`src/rtl/usb_hc_irq_pkg.sv`:
```
// Shared constants for the host controller interrupt register set.
// Assumes 32-bit register words addressed by byte address bits 3:2.
package usb_hc_irq_pkg;
    localparam int NUM_SRC  = 7;
    localparam int DATA_W   = 32;
    localparam int OC_BIT   = 30;
    localparam int MIE_BIT  = 31;
    localparam int CNT_LSB  = 16;
    localparam int CMD_HCR  = 0;
    localparam int CMD_CLF  = 1;
    localparam int CMD_BLF  = 2;
    localparam int CMD_OCR  = 3;

    typedef enum logic [1:0] {
        SEL_STAT = 2'd0,
        SEL_ENA  = 2'd1,
        SEL_DIS  = 2'd2,
        SEL_CMD  = 2'd3
    } reg_sel_e;
endpackage

```
`src/rtl/usb_hc_irq_status.sv`:
```
// Sticky status bits, one per event source plus ownership change.
// Assumes events are single-cycle pulses; an event beats a same-cycle clear.
module usb_hc_irq_status #(
    parameter int NUM_SRC = 7
) (
    input  logic               clk,
    input  logic               rst_n,
    input  logic               sw_rst,
    input  logic [NUM_SRC-1:0] evt,
    input  logic               clr_we,
    input  logic [NUM_SRC-1:0] clr_mask,
    input  logic               oc_set,
    input  logic               oc_clr,
    output logic [NUM_SRC-1:0] stat,
    output logic               oc_stat
);
    genvar i;
    generate
        for (i = 0; i < NUM_SRC; i++) begin : g_bit
            // Latch one source, clear on write-one, event has priority.
            always_ff @(posedge clk) begin
                if (!rst_n || sw_rst)
                    stat[i] <= 1'b0;
                else if (evt[i])
                    stat[i] <= 1'b1;
                else if (clr_we && clr_mask[i])
                    stat[i] <= 1'b0;
            end
        end
    endgenerate

    // Ownership-change status: set by request write, cleared by write-one.
    always_ff @(posedge clk) begin
        if (!rst_n || sw_rst)
            oc_stat <= 1'b0;
        else if (oc_set)
            oc_stat <= 1'b1;
        else if (oc_clr)
            oc_stat <= 1'b0;
    end


    evt_wins_chk: assert property (@(posedge clk) disable iff (!rst_n)
        (!sw_rst && evt != '0) |=> ((stat & $past(evt)) == $past(evt)));

    stat_rst_chk: assert property (@(posedge clk) disable iff (!rst_n)
        sw_rst |=> (stat == '0 && !oc_stat));
endmodule

```
`src/rtl/usb_hc_irq_enable.sv`:
```
// Enable bits written through a set-only and a clear-only alias.
// Bit NUM_SRC is ownership change, bit NUM_SRC+1 the master enable.
module usb_hc_irq_enable #(
    parameter int NUM_SRC = 7,
    localparam int EN_W   = NUM_SRC + 2
) (
    input  logic            clk,
    input  logic            rst_n,
    input  logic            sw_rst,
    input  logic            set_we,
    input  logic            clr_we,
    input  logic [EN_W-1:0] mask,
    output logic [EN_W-1:0] en
);
    // Apply set or clear alias; the two never coincide (distinct addresses).
    always_ff @(posedge clk) begin
        if (!rst_n || sw_rst)
            en <= '0;
        else if (set_we)
            en <= en | mask;
        else if (clr_we)
            en <= en & ~mask;
    end


    dis_clears_chk: assert property (@(posedge clk) disable iff (!rst_n)
        (clr_we && !set_we) |=> ((en & $past(mask)) == '0));

    ena_sets_chk: assert property (@(posedge clk) disable iff (!rst_n)
        (set_we && !sw_rst) |=> ((en & $past(mask)) == $past(mask)));
endmodule

```
`src/rtl/usb_hc_irq_cmd.sv`:
```
// Command word: software-reset sequencer, list flags, ownership request,
// and the wrapping overrun counter. Reset lasts RST_CYCLES cycles.
module usb_hc_irq_cmd #(
    parameter int RST_CYCLES = 8,
    parameter int CNT_W      = 2,
    localparam int BCW       = (RST_CYCLES > 1) ? $clog2(RST_CYCLES) : 1
) (
    input  logic             clk,
    input  logic             rst_n,
    input  logic             wr_cmd,
    input  logic             hcr_in,
    input  logic             clf_in,
    input  logic             blf_in,
    input  logic             ocr_in,
    input  logic             ovr_evt,
    output logic             busy,
    output logic             sw_rst,
    output logic             clf,
    output logic             blf,
    output logic             ocr,
    output logic             oc_set,
    output logic [CNT_W-1:0] ovr_cnt
);
    logic [BCW-1:0] bcnt;

    assign sw_rst = busy | (wr_cmd & hcr_in);
    assign oc_set = wr_cmd & ocr_in & ~sw_rst;

    // Reset sequencer: start on request, hold for RST_CYCLES cycles.
    always_ff @(posedge clk) begin
        if (!rst_n) begin
            busy <= 1'b0;
            bcnt <= '0;
        end else if (busy) begin
            if (bcnt == '0) busy <= 1'b0;
            else            bcnt <= bcnt - 1'b1;
        end else if (wr_cmd && hcr_in) begin
            busy <= 1'b1;
            bcnt <= BCW'(RST_CYCLES - 1);
        end
    end

    // Software flags load on each command write.
    always_ff @(posedge clk) begin
        if (!rst_n || sw_rst) begin
            clf <= 1'b0;
            blf <= 1'b0;
            ocr <= 1'b0;
        end else if (wr_cmd) begin
            clf <= clf_in;
            blf <= blf_in;
            ocr <= ocr_in;
        end
    end

    // Overrun counter, wrapping at its width.
    always_ff @(posedge clk) begin
        if (!rst_n || sw_rst)
            ovr_cnt <= '0;
        else if (ovr_evt)
            ovr_cnt <= ovr_cnt + 1'b1;
    end


    cnt_wrap_chk: assert property (@(posedge clk) disable iff (!rst_n)
        (ovr_evt && !sw_rst) |=> (ovr_cnt == $past(ovr_cnt) + 1'b1));

    rst_hold_chk: assert property (@(posedge clk) disable iff (!rst_n)
        (busy && bcnt != '0) |=> busy);

    rst_start_chk: assert property (@(posedge clk) disable iff (!rst_n)
        (!busy && wr_cmd && hcr_in) |=> busy);
endmodule

```
`src/rtl/usb_hc_irq_regs.sv`:
```
// Interrupt register set top: address decode, read mux, registered irq.
// Assumes single-cycle writes; reads are combinational on addr.
module usb_hc_irq_regs
    import usb_hc_irq_pkg::*;
#(
    parameter int ADDR_W     = 4,
    parameter int RST_CYCLES = 8
) (
    input  logic              clk,
    input  logic              rst_n,
    input  logic              wr_en,
    input  logic [ADDR_W-1:0] addr,
    input  logic [DATA_W-1:0] wr_data,
    output logic [DATA_W-1:0] rd_data,
    input  logic [NUM_SRC-1:0] evt,
    output logic              irq
);
    localparam int EN_W = NUM_SRC + 2;

    reg_sel_e            sel;
    logic                sw_rst, busy, clf, blf, ocr, oc_set, oc_stat;
    logic [1:0]          ovr_cnt;
    logic [NUM_SRC-1:0]  stat;
    logic [EN_W-1:0]     en, en_mask;
    logic                we_stat, we_ena, we_dis, we_cmd;
    logic                unused_wdata_bits;

    assign sel     = reg_sel_e'(addr[3:2]);
    assign we_cmd  = wr_en && sel == SEL_CMD;
    assign we_stat = wr_en && sel == SEL_STAT && !sw_rst;
    assign we_ena  = wr_en && sel == SEL_ENA  && !sw_rst;
    assign we_dis  = wr_en && sel == SEL_DIS  && !sw_rst;
    assign en_mask = {wr_data[MIE_BIT], wr_data[OC_BIT], wr_data[NUM_SRC-1:0]};
    assign unused_wdata_bits = ^{wr_data[29:NUM_SRC], addr};

    usb_hc_irq_cmd #(.RST_CYCLES(RST_CYCLES), .CNT_W(2)) u_cmd (
        .clk(clk), .rst_n(rst_n), .wr_cmd(we_cmd),
        .hcr_in(wr_data[CMD_HCR]), .clf_in(wr_data[CMD_CLF]),
        .blf_in(wr_data[CMD_BLF]), .ocr_in(wr_data[CMD_OCR]),
        .ovr_evt(evt[0]), .busy(busy), .sw_rst(sw_rst), .clf(clf),
        .blf(blf), .ocr(ocr), .oc_set(oc_set), .ovr_cnt(ovr_cnt)
    );

    usb_hc_irq_status #(.NUM_SRC(NUM_SRC)) u_status (
        .clk(clk), .rst_n(rst_n), .sw_rst(sw_rst), .evt(evt),
        .clr_we(we_stat), .clr_mask(wr_data[NUM_SRC-1:0]),
        .oc_set(oc_set), .oc_clr(we_stat && wr_data[OC_BIT]),
        .stat(stat), .oc_stat(oc_stat)
    );

    usb_hc_irq_enable #(.NUM_SRC(NUM_SRC)) u_enable (
        .clk(clk), .rst_n(rst_n), .sw_rst(sw_rst), .set_we(we_ena),
        .clr_we(we_dis), .mask(en_mask), .en(en)
    );

    // Read multiplexer over the four words.
    always_comb begin
        rd_data = '0;
        case (sel)
            SEL_STAT: begin
                rd_data[NUM_SRC-1:0] = stat;
                rd_data[OC_BIT]      = oc_stat;
            end
            SEL_ENA: begin
                rd_data[NUM_SRC-1:0] = en[NUM_SRC-1:0];
                rd_data[OC_BIT]      = en[NUM_SRC];
                rd_data[MIE_BIT]     = en[NUM_SRC+1];
            end
            SEL_CMD: begin
                rd_data[CMD_HCR]          = busy;
                rd_data[CMD_CLF]          = clf;
                rd_data[CMD_BLF]          = blf;
                rd_data[CMD_OCR]          = ocr;
                rd_data[CNT_LSB+1:CNT_LSB] = ovr_cnt;
            end
            default: rd_data = '0;
        endcase
    end

    // Registered interrupt: master-gated OR of pending enabled sources.
    always_ff @(posedge clk) begin
        if (!rst_n)
            irq <= 1'b0;
        else
            irq <= en[NUM_SRC+1] &&
                   (|(stat & en[NUM_SRC-1:0]) || (oc_stat && en[NUM_SRC]));
    end


    mie_gate_chk: assert property (@(posedge clk) disable iff (!rst_n)
        !en[NUM_SRC+1] |=> !irq);

    dis_reads_zero_chk: assert property (@(posedge clk) disable iff (!rst_n)
        (sel == SEL_DIS) |-> (rd_data == '0));
endmodule

```
`config.mk`:
```
export PLATFORM = sky130hd
export DESIGN_NAME = usb_hc_irq_regs
export DESIGN_NICKNAME = d
export VERILOG_FILES = /design/src/rtl/usb_hc_irq_pkg.sv /design/src/rtl/usb_hc_irq_status.sv /design/src/rtl/usb_hc_irq_enable.sv /design/src/rtl/usb_hc_irq_cmd.sv /design/src/rtl/usb_hc_irq_regs.sv
export SDC_FILE = /design/constraint.sdc
export NUM_CORES = 1
export LEC_CHECK = 0
export BUFFER_PORTS_ARGS = -buffer_cell sky130_fd_sc_hd__clkbuf_2
export CAP_MARGIN = 20
export CORE_ASPECT_RATIO = 0.8
export CORE_UTILIZATION = 40
export DETAILED_ROUTE_END_ITERATION = 16
export PLACE_DENSITY = 0.77
export SLEW_MARGIN = 0
export SYNTH_ARGS = -nofsm -noshare
export SYNTH_HDL_FRONTEND = slang
export SYNTH_SLANG_ARGS = --single-unit
```
`constraint.sdc`:
```
create_clock -name clk -period 1.6 [get_ports clk]
set_clock_uncertainty 0.05 [all_clocks]
set_input_delay 0.32 -clock clk [delete_from_list [all_inputs] [get_ports clk]]
set_output_delay 0.32 -clock clk [all_outputs]
set_load 0.01 [all_outputs]
```
Word-level counts from Yosys, hierarchy flattened
Index checks and enable logic that the tools add are counted.
{"block": "totals", "regBits": 27, "inputBits": 46, "out_inout_bits": 33, "word_cells": 96}
{"block": "op_classes", "add_sub_neg": 2, "n_eq_ne": 4, "mux": 29, "n_bitwise": 9, "reduce_logical": 36}
{"op": "$mux W1", "n": 20}
{"op": "$reduce_bool A2 Y1", "n": 10}
{"op": "$logic_and A1 B1 Y1", "n": 18}
{"op": "$mux W9", "n": 2}
{"op": "$pmux W4 S3", "n": 1}
{"op": "$and A9 B9 Y9", "n": 1}
{"op": "$mux W3", "n": 3}
{"op": "$not A9 Y9", "n": 1}
{"op": "$or A9 B9 Y9", "n": 1}
{"op": "$and A7 B7 Y7", "n": 1}
{"op": "$reduce_or A7 Y1", "n": 1}
{"op": "$pmux W3 S2", "n": 1}
{"op": "$eq A2 B2 Y1 const B", "n": 2}
{"op": "$and A1 B1 Y1", "n": 3}
{"op": "$logic_not A3 Y1", "n": 1}
{"op": "$sub A3 B1 Y3 const B", "n": 1}
{"op": "$add A2 B1 Y2 const B", "n": 1}
{"op": "$eq A2 B1 Y1 const B", "n": 1}
{"op": "$logic_not A1 Y1", "n": 2}
{"op": "$logic_not A2 Y1", "n": 1}
{"op": "$logic_or A1 B1 Y1", "n": 2}
{"op": "$mux W2", "n": 1}
{"op": "$ne A2 B2 Y1 const B", "n": 1}
{"op": "$pmux W1 S2", "n": 1}
{"op": "other kinds (3)", "n": 3}

Logic depth before layout (Yosys ltp)
Gate-level depths: netlist of run 1.
{"block": "depth", "depth_word": 9, "depth_mapped": 5}

Cells and area by module
From an unflattened synthesis of run 1, not the netlist that was laid out.
{"block": "hier_totals", "cells_unflattened": 177, "hier_area_um2": 1589.0}
{"mod": "usb_hc_irq_regs", "n_inst": 1, "cells_per_inst": 61, "area_per_inst_um2": 471.7, "seq_area_each_um2": 20.0}
{"mod": "usb_hc_irq_enable", "n_inst": 1, "cells_per_inst": 40, "area_per_inst_um2": 405.4, "seq_area_each_um2": 180.2}
{"mod": "usb_hc_irq_cmd", "n_inst": 1, "cells_per_inst": 42, "area_per_inst_um2": 397.9, "seq_area_each_um2": 180.2}
{"mod": "usb_hc_irq_status", "n_inst": 1, "cells_per_inst": 34, "area_per_inst_um2": 314.1, "seq_area_each_um2": 160.2}

Least setup slack after synthesis of run 1
No wires, ideal clock.
{"block": "synth_path", "path_type": "input to register", "from": "in addr[2]", "to": "reg u_status.stat[0]", "setup_time_ps": 120, "arrival_time_ps": 1295, "slack_ps": 134, "path_stages": 5, "path_cell_list": "buf_6 -> or4b_4 -> buf_6 -> nor3b_2 -> nor3_1"}
{"block": "synth_via", "elab_chain_len": 8}
{"item": "from (decl)", "line": "usb_hc_irq_regs.sv:12", "text": "input logic [ADDR_W-1:0] addr,"}
{"item": "$eq A2 B2 Y1", "line": "usb_hc_irq_regs.sv:29", "text": "assign we_cmd = wr_en && sel == SEL_CMD;"}
{"item": "$logic_and A1 B1 Y1", "line": "usb_hc_irq_regs.sv:29"}
{"item": "$and A1 B1 Y1", "line": "usb_hc_irq_cmd.sv:26", "text": "assign sw_rst = busy | (wr_cmd & hcr_in);"}
{"item": "$or A1 B1 Y1", "line": "usb_hc_irq_cmd.sv:26"}
{"item": "$logic_not A1 Y1", "line": "usb_hc_irq_regs.sv:30", "text": "assign we_stat = wr_en && sel == SEL_STAT && !sw_rst;"}
{"item": "$logic_and A1 B1 Y1", "line": "usb_hc_irq_regs.sv:30"}
{"item": "$logic_and A1 B1 Y1", "line": "usb_hc_irq_status.sv:26", "text": "else if (clr_we && clr_mask[i])"}
{"item": "$reduce_bool A2 Y1 (no line)"}
{"item": "to (signal, indexed assignment)", "line": "usb_hc_irq_status.sv:23", "text": "stat[i] <= 1'b0;"}
{"item": "to (signal, indexed assignment)", "line": "usb_hc_irq_status.sv:25", "text": "stat[i] <= 1'b1;"}
{"item": "to (signal, indexed assignment)", "line": "usb_hc_irq_status.sv:27", "text": "stat[i] <= 1'b0;"}
{"item": "to (decl)", "line": "usb_hc_irq_status.sv:14", "text": "output logic [NUM_SRC-1:0] stat,"}
Several ways; a longest one is shown, not always the timed one.
A chain may end at the register's enable or synchronous reset.

Worst setup path after layout of run 1
{"block": "layout_path", "from": "in addr[2]", "to": "out rd_data[3]"}
{"block": "layout_via", "elab_chain_len": 2}
{"item": "$eq A2 B2 Y1 (tied with other cells)", "line": "usb_hc_irq_regs.sv:59", "text": "case (sel)"}
{"item": "$pmux W4 S3 *", "line": "usb_hc_irq_regs.sv:59"}
{"item": "to (decl)", "line": "usb_hc_irq_regs.sv:14", "text": "output logic [DATA_W-1:0] rd_data,"}
Mark *: on every way between the ends. The rest lies on a longest branch, timed or not.

==> results of run 1 <==
cell families after synthesis:
| kind of cell | share of synthesized area (%) |
|---|---|
| multiplexers | 5.897 |
| buffers and inverters | 14.74 |
| XOR/XNOR | 2.212 |
| flip-flops | 35.38 |
| adder cells (fa/ha/maj) | 1.638 |
| AO/OA/AOI/OAI | 13.19 |
| other | 0.2455 |
| AND/OR/NAND/NOR | 26.70 |
cell usage in the layout (no fill, tap or decap), types with 2 or more instances in the layout:
master	instances
nor3b_2	7
clkbuf_8	3
dfxtp_1	27
conb_1	21
and3_1	3
o21ai_0	5
nor2b_1	3
buf_4	11
a21oi_1	4
a32o_1	8
a22oi_1	4
inv_1	3
ha_1	2
nor2_1	14
mux2i_1	9
nor3_1	8
nand3_1	15
nand2_1	11
clkbuf_2	32
o211a_1	2
and2_1	5
per-layer routing:
layer	vias to the layer above	part of all wire (%)	track usage (%)
li1	638	-	-
met1	629	46	22.99
met2	36	48	29.53
met3	4	4.0	3.710
met4	0	1.4	4.571
met5	-	0	0
final timing paths:
check	startpoint	endpoint	slack, ns	depth (start not counted)
setup / recovery	addr[2]	rd_data[3]	0.04	5
hold / removal	wr_data[5]	flip-flop	0.24	2
setup reg to reg	u_cmd.busy	u_status.stat[5]	0.18	3
hold reg to reg	u_cmd.ocr	u_cmd.ocr	0.41	2
layout make-up:
type	instances	area, um2	share of cell area, %
clock buffer	3	41.29	2.383
clock inverter	1	7.507	0.4332
multi-input combinational	132	837.1	48.30
inverter	3	11.26	0.6498
tap	42	52.55	3.032
timing repair buffer	43	242.7	14.01
sequential	27	540.5	31.19
power breakdown:
part / internal [mW] / switching (mW)
Clock: 0.177 / 0.213
Combinational: 0.101 / 0.145
Sequential: 0.705 / 0.0250
Total: 0.983 / 0.382
worst max-delay path, delay by kind of cell:
family / cells / cell delay [ns]
mux: 1 / 0.31
buf+inv: 3 / 0.45
compound gates: 1 / 0.11
metrics by stage:
step | setup slack [ns] | area, um2 | hold slack [ns]
final | 0.03731 | 1733 | 0.2373
after detailed placement | 0.05782 | 1684 | 0.3978
after CTS | 0.06010 | 1733 | 0.2310
after global placement | 0.09047 | 1684 | 0.3959
after global routing | 0.001462 | 1733 | 0.2371
after floorplan | 0.1342 | 1603 | 0.3742
==> run_results.csv, run 1 <==
group,metric,value,unit
synthesis,syn_area,1528,um2
floorplan,die_x,71.10,um
sta,finalCriticalPeriod,1.563,ns
global_routing,grt_pass1_vias,1233,
sta,fin_crit_sh,97.67,%
sta,max_freq,639.9,MHz
flow_run,cap_violations,0,
setup_path,path_common_cell,"clkbuf_2",
clock_tree,tritoncts,"yes",
sta,maxSlewViolCount,0,
floorplan,core,3542,um2
cells_and_area,drive_gt1_share,27.27,%
synthesis,yosysMostFrequentCell,"dfxtp_1",
setup_path,cp-start-kind,"input port",
floorplan,dieHeight,57.28,um
global_routing,grt_max_degree,17,
synthesis,synth_commonest_cells,"dfxtp_1 (27), buf_4 (21), nand3_1 (15)",
clock_tree,cts_buffers,3,
global_routing,gr-total-overflow,0,
global_routing,antenna_found_initial,0,
sta,final_hold_viol_count,0,
drt,num_vias,1307,
cells_and_area,postLayoutCoreUtil,48.92,%
sta,fin_setup_tns,0,ns
drt,drtAntennaViolNets,0,
clock_tree,cts_sinks,27,
floorplan,ios,79,
pwr,power_leakage,0.7814,nW
clock_tree,ctsHtreeMaxLevel,1,
place,port-buffer-count,32,
synthesis,synth_top_flop_cell,"dfxtp_1",
clock_tree,clkTransAtPathRegs,0.09,ns
outcome,status,"complete, no violations",
floorplan,rows,19,
sta,rsz0062_at_grt,"false",
clock_tree,clk_latency,0.27,ns
min_path,hp-class,"in -> reg",
clock_tree,cts_resized,0,
cells_and_area,fin_cells,251,
setup_path,crit_fanout,6,
global_routing,grt_use_total,17.50,%
setup_path,slowest_delay,0.31,ns
sta,setup_viol,0,
floorplan,initial_utilization,43.13,%
place,dp_cells,247,
cells_and_area,num-nets-final,258,
drt,totalWireLength,3318,um
setup_path,critPathKind,"in -> out",
drt,via_per_inst,5.207,
clock_tree,cts-root-buf,"clkbuf_8",
synthesis,synth.distinct_cells,33,
setup_path,worst_path_max_delay_cell,"mux2i_1",
pwr,ir_worst_vdd,0.4241,mV
place,gp_congestion,0.8143,
pwr,power_density,787.8,nW/um2
floorplan,die_area,4072,um2
clock_tree,postCtsSetupBuffers,0,
setup_path,worstPathRequired,1.23,ns
clock_tree,cts_hold_buffers,0,
synthesis,ys_seq_area_share,35.38,%
synthesis,synth_top_area_share,35.38,%
place,dp_hpwl,2559,um
drt,drc,0,
synthesis,synth_edf_count,0,
synthesis,syn_area_per_cell,8.831,um2
setup_path,worstPathCellList,"clkbuf_2 -> buf_4 -> mux2i_1 -> o21ai_0 -> clkbuf_2",
drt,post_drt_wl_per_cell,13.22,um
setup_path,arrival,1.19,ns
cells_and_area,n_antenna_cell,0,
synthesis,ys_ff_latch,27,
setup_path,endpoint_kind,"output pin",
synthesis,async_flop_share,0,%
global_routing,grt_pass1_wl,5575,um
pwr,finalPower,1.365,mW
drt,first_pass_iters,10,
drt,drtIter0Drc,48,
synthesis,synthTopCellsByArea,"dfxtp_1 (35%), buf_4 (10%), mux2i_1 (5.9%)",
cells_and_area,fill_cells,345,
synthesis,yosys_warnings,0,
cells_and_area,syn2layout_area_growth,13.43,%
clock_tree,cts_buffer_depth,2,
synthesis,yosysTopAreaCell,"dfxtp_1",
synthesis,synth_cells,173,
Note: power is estimated with default switching activity, not from simulation.
==> run 2: changes to the inputs <==
--- a/config.mk
+++ b/config.mk
@@ -5,12 +5,13 @@
 export SDC_FILE = /design/constraint.sdc
 export NUM_CORES = 1
 export LEC_CHECK = 0
+export ABC_CLOCK_PERIOD_IN_PS = 1600
 export BUFFER_PORTS_ARGS = -buffer_cell sky130_fd_sc_hd__clkbuf_2
 export CAP_MARGIN = 20
 export CORE_ASPECT_RATIO = 0.8
-export CORE_UTILIZATION = 40
+export CORE_UTILIZATION = 45
 export DETAILED_ROUTE_END_ITERATION = 16
-export PLACE_DENSITY = 0.77
+export PLACE_DENSITY = 0.85
 export SLEW_MARGIN = 0
 export SYNTH_ARGS = -nofsm -noshare
 export SYNTH_HDL_FRONTEND = slang
==> run 2 against run 1 <==
  * Clock power is 1% higher
  * Fmax grew 2.4%
  * Setup slack better by 0.037 ns
  * Final cell count fell by 2.0%
  * Combinational power is 2% lower
  * Via count shrank 2.1%
  * Power barely moved
  * Core utilization is 5.6 points higher
  * Routed wire length decreased by 3.3%
  * Critical path type unchanged
  * Critical endpoint unchanged
  * Largest cell class unchanged
==> run_results.csv, run 2 (synthesis gave the netlist of run 1 again) <==
group,metric,value,unit
outcome,status,"complete, no violations",
sta,max_freq,655.6,MHz
cells_and_area,n_antenna_cell,0,
setup_path,critPathKind,"in -> out",
setup_path,cp-start-kind,"input port",
place,port-buffer-count,32,
setup_path,arrival,1.16,ns
drt,num_vias,1279,
setup_path,worstPathRequired,1.23,ns
setup_path,cp_top_family,"buffers and inverters",
flow_run,cap_violations,0,
global_routing,gr-total-overflow,0,
sta,fin_setup_tns,0,ns
drt,highest_layer,"met4",
floorplan,initial_utilization,48.45,%
clock_tree,clk_latency,0.27,ns
setup_path,slowest_delay,0.25,ns
sta,final_hold_viol_count,0,
global_routing,grt_pass1_wl,5126,um
setup_path,crit-reg2reg-capture,"u_status.oc_stat",
min_path,holdPathStages,2,
cells_and_area,num-nets-final,255,
clock_tree,cts_buffers,3,
place,gp_congestion,0.8739,
drt,via_per_inst,5.199,
drt,wl_met1,1534,um
drt,first_pass_iters,4,
setup_path,worstPathCellList,"clkbuf_2 -> buf_4 -> mux2i_1 -> o21ai_0 -> clkbuf_2",
clock_tree,tritoncts,"yes",
min_path,hp-class,"in -> reg",
setup_path,reg2reg_from,"u_cmd.busy",
place,dp_hpwl,2430,um
clock_tree,cts_hold_buffers,0,
global_routing,grt_max_degree,16,
global_routing,grt_pass1_vias,1085,
pwr,power_leakage,0.7759,nW
floorplan,ios,79,
clock_tree,postCtsSetupBuffers,0,
clock_tree,cts_buffer_depth,2,
global_routing,grt_use_total,19.38,%
floorplan,die_x,67.15,um
drt,dr_wl_met3,200,um
sta,rsz0062_at_grt,"false",
pwr,finalPower,1.366,mW
pwr,power_density,795.1,nW/um2
setup_path,crit_fanout,6,
setup_path,worst_path_max_delay_cell,"mux2i_1",
clock_tree,cts_resized,0,
setup_path,path_common_cell,"clkbuf_2",
clock_tree,cts-root-buf,"clkbuf_8",
floorplan,rows,18,
drt,totalWireLength,3208,um
floorplan,dieHeight,54.12,um
sta,finalCriticalPeriod,1.525,ns
drt,post_drt_wl_per_cell,13.04,um
sta,setup_viol,0,
drt,drc,0,
min_path,hold_start,"wr_data[5]",
setup_path,reg2reg_depth,3,
clock_tree,clkTransAtPathRegs,0.09,ns
setup_path,endpoint_kind,"output pin",
sta,maxSlewViolCount,0,
cells_and_area,mostFrequentLayoutCells,"clkbuf_2 (32), dfxtp_1 (27), conb_1 (21)",
drt,drtAntennaViolNets,0,
sta,fin_crit_sh,95.33,%
floorplan,die_area,3634,um2
clock_tree,ctsHtreeMaxLevel,1,
drt,drtIter0Drc,92,
drt,met2_length,1452,um
global_routing,antenna_found_initial,0,
clock_tree,cts_sinks,27,
cells_and_area,mostFrequentLayoutCell,"clkbuf_2",
pwr,ir_worst_vdd,0.5496,mV
cells_and_area,syn2layout_area_growth,12.45,%
setup_path,cp_num_buf_inv,3,
setup_path,reg2reg_slack,0.17,ns
cells_and_area,drive_gt1_share,26.21,%
floorplan,core,3153,um2
[run 2: through the flow]
stage | cells | hold slack [ns] | instance area, um2 | worst slack (ns) | util, %
3_3_place_gp | 242 | 0.3927 | 1672 | 0.07251 | 53.02
6_report | 246 | 0.2359 | 1718 | 0.07467 | 54.48
3_5_place_dp | 242 | 0.4023 | 1672 | 0.05456 | 53.02
2_1_floorplan | 193 | 0.3742 | 1603 | 0.1342 | -
4_1_cts | 246 | 0.2343 | 1718 | 0.09376 | 54.48
5_1_grt | 246 | 0.2335 | 1718 | 0.03718 | 54.48
[run 2: power by group]
group,internal (mW),switching (mW),leakage (nW),total [mW]
Combinational,0.100,0.141,0.529,0.242
Clock,0.175,0.219,0.0255,0.393
Sequential,0.706,0.0253,0.221,0.731
[run 2: layout make-up]
cell class / count / area (um2)
clock inverter: 1 / 5.005
fill: 299 / 1435
multi-input combinational: 132 / 837.1
timing repair buffer: 40 / 232.7
clock buffer: 3 / 41.29
inverter: 3 / 11.26
tap: 40 / 50.05
sequential: 27 / 540.5
[run 2: worst max path at each step]
| stage | from | to | slack, ns | cells after the start |
|---|---|---|---|---|
| after detailed placement | addr[3] | u_status.stat[5] | 0.05 | 4 |
| final | addr[2] | rd_data[3] | 0.07 | 5 |
| after global placement | addr[3] | u_status.stat[3] | 0.07 | 4 |
| after global routing | addr[2] | rd_data[3] | 0.04 | 5 |
| after CTS | addr[2] | rd_data[3] | 0.09 | 5 |
| after floorplan | addr[2] | u_status.stat[0] | 0.13 | 5 |
[run 2: per-layer routing]
| metal | vias to the layer above | GRT usage [%] |
|---|---|---|
| met5 | - | 0 |
| met4 | 0 | 5.674 |
| met3 | 2 | 4.237 |
| met2 | 41 | 30.33 |
| met1 | 604 | 26.62 |
| li1 | 632 | - |
